[src/rtl/evt_timer_pkg.sv]
package evt_timer_pkg;
  typedef enum logic [1:0] {
    SRC_RUN_EDGE = 2'b00,
    SRC_INPUT1   = 2'b01,
    SRC_RSVD2    = 2'b10,
    SRC_RSVD3    = 2'b11
  } restart_src_e;

  localparam int FLAG_EV1 = 0;
  localparam int FLAG_ER1 = 1;
  localparam int FLAG_EV2 = 2;
  localparam int FLAG_ER2 = 3;
  localparam int NFLAGS   = 4;
endpackage

[src/rtl/evt_edge_sync.sv]
module evt_edge_sync #(
  parameter int STAGES = 2
) (
  input  logic clk,
  input  logic rst,
  input  logic pin_i,
  input  logic fall_i,
  output logic edge_o
);
  logic [STAGES-1:0] sync_q;
  logic              prev_q;

  always_ff @(posedge clk) begin
    if (rst) begin
      sync_q <= '0;
      prev_q <= 1'b0;
    end else begin
      sync_q <= {sync_q[STAGES-2:0], pin_i};
      prev_q <= sync_q[STAGES-1];
    end
  end

  assign edge_o = fall_i ? (prev_q & ~sync_q[STAGES-1])
                         : (~prev_q & sync_q[STAGES-1]);
endmodule

[src/rtl/evt_prescaler.sv]
module evt_prescaler #(
  parameter int PW = 16
) (
  input  logic          clk,
  input  logic          rst,
  input  logic          run_i,
  input  logic [PW-1:0] div_i,
  output logic          tick_o
);
  logic [PW-1:0] cnt_q;

  assign tick_o = run_i && (cnt_q >= div_i);

  always_ff @(posedge clk) begin
    if (rst || !run_i || tick_o) cnt_q <= '0;
    else                         cnt_q <= cnt_q + 1'b1;
  end
endmodule

[src/rtl/evt_flag_pair.sv]
module evt_flag_pair #(
  parameter bit LOCK_ON_ERR = 1'b0
) (
  input  logic clk,
  input  logic rst,
  input  logic hit_i,
  input  logic clr_ev_i,
  input  logic clr_er_i,
  output logic accept_o,
  output logic ev_o,
  output logic er_o
);
  logic overrun;
  logic blocked;

  assign overrun  = hit_i && ev_o;
  assign blocked  = LOCK_ON_ERR ? (ev_o || er_o) : 1'b0;
  assign accept_o = hit_i && !blocked;

  always_ff @(posedge clk) begin
    if (rst) begin
      ev_o <= 1'b0;
      er_o <= 1'b0;
    end else begin
      if (accept_o)      ev_o <= 1'b1;
      else if (clr_ev_i) ev_o <= 1'b0;
      if (overrun)       er_o <= 1'b1;
      else if (clr_er_i) er_o <= 1'b0;
    end
  end
endmodule

[src/rtl/evt_reload_timer.sv]
module evt_reload_timer
  import evt_timer_pkg::*;
#(
  parameter int W      = 16,
  parameter int PW     = 16,
  parameter int STAGES = 2
) (
  input  logic              clk,
  input  logic              rst,
  input  logic              run_i,
  input  logic              reload_en_i,
  input  logic [1:0]        src_sel_i,
  input  logic              pol1_i,
  input  logic              pol2_i,
  input  logic [PW-1:0]     div_i,
  input  logic              ev1_i,
  input  logic              ev2_i,
  input  logic              reload_we_i,
  input  logic [W-1:0]      reload_wdata_i,
  input  logic              clr_we_i,
  input  logic [NFLAGS-1:0] clr_mask_i,
  output logic [W-1:0]      count_o,
  output logic [W-1:0]      capture_o,
  output logic [NFLAGS-1:0] flags_o
);
  localparam int NIN = 2;

  logic [NIN-1:0] pins, pols, edges;
  logic [W-1:0]   reload_q;
  logic           run_q, run_rise, tick;
  logic           mode_in1, mode_run;
  logic           reload_hit, cap_hit, cap_accept, unused_accept;
  logic           ev1_f, er1_f, ev2_f, er2_f;
  logic [NFLAGS-1:0] clr;
  restart_src_e   src;

  assign pins = {ev2_i, ev1_i};
  assign pols = {pol2_i, pol1_i};
  assign src  = restart_src_e'(src_sel_i);

  for (genvar i = 0; i < NIN; i++) begin : g_in
    evt_edge_sync #(.STAGES(STAGES)) u_sync (
      .clk(clk), .rst(rst), .pin_i(pins[i]), .fall_i(pols[i]), .edge_o(edges[i])
    );
  end

  evt_prescaler #(.PW(PW)) u_presc (
    .clk(clk), .rst(rst), .run_i(run_i), .div_i(div_i), .tick_o(tick)
  );

  assign run_rise   = run_i && !run_q;
  assign mode_in1   = reload_en_i && (src == SRC_INPUT1);
  assign mode_run   = reload_en_i && (src == SRC_RUN_EDGE);
  assign reload_hit = run_i && ((mode_in1 && edges[0]) || (mode_run && run_rise));
  assign cap_hit    = run_i && edges[1];
  assign clr        = clr_we_i ? clr_mask_i : '0;

  evt_flag_pair #(.LOCK_ON_ERR(1'b0)) u_flags1 (
    .clk(clk), .rst(rst), .hit_i(reload_hit),
    .clr_ev_i(clr[FLAG_EV1]), .clr_er_i(clr[FLAG_ER1]),
    .accept_o(unused_accept), .ev_o(ev1_f), .er_o(er1_f)
  );

  evt_flag_pair #(.LOCK_ON_ERR(1'b1)) u_flags2 (
    .clk(clk), .rst(rst), .hit_i(cap_hit),
    .clr_ev_i(clr[FLAG_EV2]), .clr_er_i(clr[FLAG_ER2]),
    .accept_o(cap_accept), .ev_o(ev2_f), .er_o(er2_f)
  );

  assign flags_o = {er2_f, ev2_f, er1_f, ev1_f};

  always_ff @(posedge clk) begin
    if (rst) begin
      run_q     <= 1'b0;
      reload_q  <= '0;
      count_o   <= '0;
      capture_o <= '0;
    end else begin
      run_q <= run_i;
      if (reload_we_i) reload_q <= reload_wdata_i;
      // capture samples the pre-reload count (nonblocking order)
      if (cap_accept) capture_o <= count_o;
      if (reload_hit) count_o <= reload_q;
      else if (tick)  count_o <= count_o - 1'b1;
    end
  end
endmodule

[config.mk]
export PLATFORM = sky130hd
export DESIGN_NAME = evt_reload_timer
export DESIGN_NICKNAME = d
export VERILOG_FILES = /design/src/rtl/evt_timer_pkg.sv /design/src/rtl/evt_edge_sync.sv /design/src/rtl/evt_prescaler.sv /design/src/rtl/evt_flag_pair.sv /design/src/rtl/evt_reload_timer.sv
export SDC_FILE = /design/constraint.sdc
export NUM_CORES = 1
export LEC_CHECK = 0
export BUFFER_PORTS_ARGS = -buffer_cell sky130_fd_sc_hd__clkbuf_2
export CORE_ASPECT_RATIO = 0.75
export CORE_MARGIN = 5
export CORE_UTILIZATION = 25
export DETAILED_ROUTE_END_ITERATION = 6
export PLACE_DENSITY = 0.39
export SKIP_LAST_GASP = 1
export SLEW_MARGIN = 20
export SYNTH_ARGS = -nofsm -noshare
export SYNTH_HDL_FRONTEND = slang
export SYNTH_SLANG_ARGS = --single-unit
[constraint.sdc]
create_clock -name clk -period 4.1 [get_ports clk]
set_input_delay 1.025 -clock clk [delete_from_list [all_inputs] [get_ports clk]]
set_output_delay 1.025 -clock clk [all_outputs]
set_load 0.02 [all_outputs]
==> results.py <==
metrics = {
    "sta": {
        "slew_headroom_pct": 57.3,
        "timing.final.crit_share_pct": 76.5,
        "tightest_slew_ns": 0.641,
        "skew_ns": 0.00726,
        "hold_viol": 0,
        "slew_viol_final": 0,
        "finalSetupViolations": 0,
        "rsz0062_at_grt": "false",
        "finalSetupTns_ns": 0,
        "fmax_mhz": 319,
        "finalWorstPathRequiredPeriod_ns": 3.13,
    },
    "cells_and_area": {
        "fin_nets": 552,
        "seqCellArea_sq_um": 1500,
        "syn_to_final_growth_pct": 25.3,
        "drive_gt1_share_pct": 21.8,
        "multi_input_area_sq_um": 1890,
        "fillers": 1468,
        "fin_area_sq_um": 4490,
        "n_antenna_cell": 0,
    },
    "logic_synthesis": {
        "ys_types": 49,
        "syn_nets": 476,
        "synth-edff-count": 0,
        "synth_common_cells": "dfxtp_1 (75), nor2_1 (71), mux2i_1 (32)",
        "synth_ff_type": "dfxtp_1",
        "synth_top_area_cell": "dfxtp_1",
        "yosysWarnings": 0,
        "seq_area_frac_synth_pct": 41.9,
        "avgSynthCellArea_sq_um": 8.74,
        "synth_top_area_share_pct": 41.9,
        "async_flop_share_pct": 0,
        "yosysMostFrequentCell": "dfxtp_1",
        "ys_ff_latch": 75,
        "syn-cell-area_sq_um": 3580,
        "synth_cells": 410,
        "synthTopCellsByArea": "dfxtp_1 (42%), mux2i_1 (8.9%), nor2_1 (7.4%)",
    },
    "setup_path": {
        "worstSetupPathType": "in -> reg",
        "cp.required_ns": 4.35,
        "worstPathArrival_ns": 3.39,
        "cp_top_family": "compound AO/OA/AOI/OAI gates",
        "r2r-start": "u_presc.cnt_q[0]",
        "cp_slowest_stage_delay_ns": 0.47,
        "cp-end-kind": "flip-flop",
        "r2r-end": "count_o[2]",
        "cpMaxStageDelayCell": "nand2_1",
        "reg2reg_setup_slack_ns": 1.26,
        "worst-path-buf-inv": 1,
        "cp-start-kind": "input port",
        "crit_fanout": 16,
        "worstPathCellList": "clkbuf_2, ha_1, nand2b_1, a2111o_1, a311oi_1, nand2_1, a211o_1, a31oi_1",
        "ff2ff_path_depth": 8,
    },
    "pwr": {
        "p_int_mw": 1.42,
        "sw_frac_of_total_pct": 22.0,
        "power_frac_comb_pct": 8.0,
        "p_sw_mw": 0.399,
        "powerDensity_nw_per_um2": 404,
        "peakVddDrop_mv": 0.191,
        "p_clk_share_pct": 49.9,
        "p_leak_nw": 2.06,
        "power_frac_seq_pct": 42.2,
    },
    "floorplanning": {
        "dieArea_sq_um": 16900,
        "die_h_microns": 114,
        "initial_core_util_pct": 25.8,
        "fp-row-count": 37,
        "dieWidth_microns": 148,
        "core_area_sq_um": 13900,
        "top_level_ports": 84,
    },
    "hold_path": {
        "hp-class": "reg -> reg",
        "holdCritStartpoint": "g_in[0].u_sync.sync_q[0]",
        "holdPathStages": 1,
        "holdPathEnd": "g_in[0].u_sync.sync_q[1]",
    },
    "clock_network": {
        "clkTransAtPathRegs_ns": 0.06,
        "cts_sinks": 75,
        "cts_tree": "built",
        "cts_resized": 0,
        "worstSkewPairLatency_ns": 0.33,
        "cts.root.buffer_cell": "clkbuf_16",
        "cts_buffers": 9,
        "cts_hold_buf": 0,
        "h-tree-depth": 3,
        "post_cts_buffers": 0,
        "clock_path_buffers": 2,
    },
    "route": {
        "vias": 3069,
        "post-route-drc-count": 0,
        "drtAntennaViolNets": 0,
        "dr.pass1.iters": 5,
        "wl_microns": 9630,
        "first_iter_violations": 156,
        "wire_per_inst_microns": 14.5,
        "viasPerCell": 4.61,
    },
    "outcome": {
        "run_status": "complete, no violations",
    },
    "global_route": {
        "grt_overflow": 0,
        "grt_max_degree": 59,
        "grtUsageMet2_pct": 17.0,
        "grt_pass1_wl_microns": 15500,
        "gr-max-usage-layer": "met2",
        "use_met1_pct": 16.5,
        "antenna_found_initial": 0,
        "grt_pass1_vias": 3008,
        "grtUsageTotal_pct": 11.5,
        "use_met3_pct": 3.53,
    },
    "placement": {
        "post-dp-hpwl_microns": 7260,
        "place_area_sq_um": 4150,
        "numPortBuffers": 83,
        "gp_congestion": 0.791,
    },
    "run": {
        "drv_cap": 0,
    },
}
## area by class of cell
class                   instances  area share [%]
flip-flops and latches         75            33.4
inverters                      23            1.92
repair buffers                 88            10.1
clock buffers                  11            5.40
well taps                     175            4.87
multi-input cells             289            42.1
clock inverters                 5            2.23
## cell usage in the layout, fill, tap and decap left out, types with 9 or more instances in the layout
cell | synthesis | layout
a31oi_1 | 10 | 10
clkbuf_16 | 0 | 9
clkbuf_2 | 0 | 83
dfxtp_1 | 75 | 75
ha_1 | 18 | 18
inv_1 | 23 | 23
mux2i_1 | 32 | 32
nand2_1 | 31 | 31
nand3_1 | 11 | 11
nor2_1 | 71 | 71
nor2b_1 | 13 | 13
xnor2_1 | 9 | 9
## state kept, by name, summed over array words and instances, names as in the netlist
signal              flops
run_q                   1
g_in.u_sync.sync_q      4
u_flags2.er_o           1
g_in.u_sync.prev_q      2
reload_q               16
count_o                16
u_presc.cnt_q          16
u_flags1.ev_o           1
capture_o              16
u_flags1.er_o           1
u_flags2.ev_o           1
## power by group through the flow
stage          Combinational [mW]  Clock, mW  Sequential, mW
4_1_cts                     0.148      0.932           0.766
5_1_grt                     0.163      0.962           0.769
3_3_place_gp                0.145          0           0.782
2_1_floorplan              0.0870          0           0.782
3_5_place_dp                0.147          0           0.782
6_report                    0.145      0.906           0.766
## layer usage
layer / part of all wire, % / vias to the layer above
li1: - / 1592
met1: 53 / 1407
met2: 42 / 64
met3: 4.6 / 6
met4: 0.73 / 0
met5: 0 / -
## how the worst max path moves through the flow
stage	start	end	slack (ns)	cells after the start
2_1_floorplan	div_i[0]	count_o[7]	1.17	9
3_3_place_gp	div_i[0]	count_o[14]	0.69	8
3_5_place_dp	div_i[0]	count_o[2]	0.60	8
4_1_cts	div_i[0]	count_o[2]	0.92	8
5_1_grt	div_i[0]	u_presc.cnt_q[12]	0.75	9
6_report	div_i[0]	count_o[2]	0.97	8
## logic make-up after synthesis
| family | count (synthesis) | synth area share (%) |
|---|---|---|
| flops | 75 | 41.9 |
| buf+inv | 46 | 5.41 |
| xor+xnor | 15 | 3.67 |
| simple gates | 173 | 23.3 |
| mux | 32 | 8.94 |
| fa+ha+maj | 18 | 6.28 |
| compound gates | 51 | 10.5 |
## metrics by stage
stage               hold WS [ns]  instances  power [mW]  utilization [%]  worst slack [ns]
floorplan                  0.414        410       0.869                -              1.17
global placement           0.418        650       0.926             29.9             0.687
detailed placement         0.423        650       0.929             29.9             0.596
CTS                        0.443        666        1.85             32.3             0.924
global route               0.463        666        1.89             32.3             0.751
finish                     0.441        666        1.82             32.3             0.965
Power figures use the tool's default switching activity.
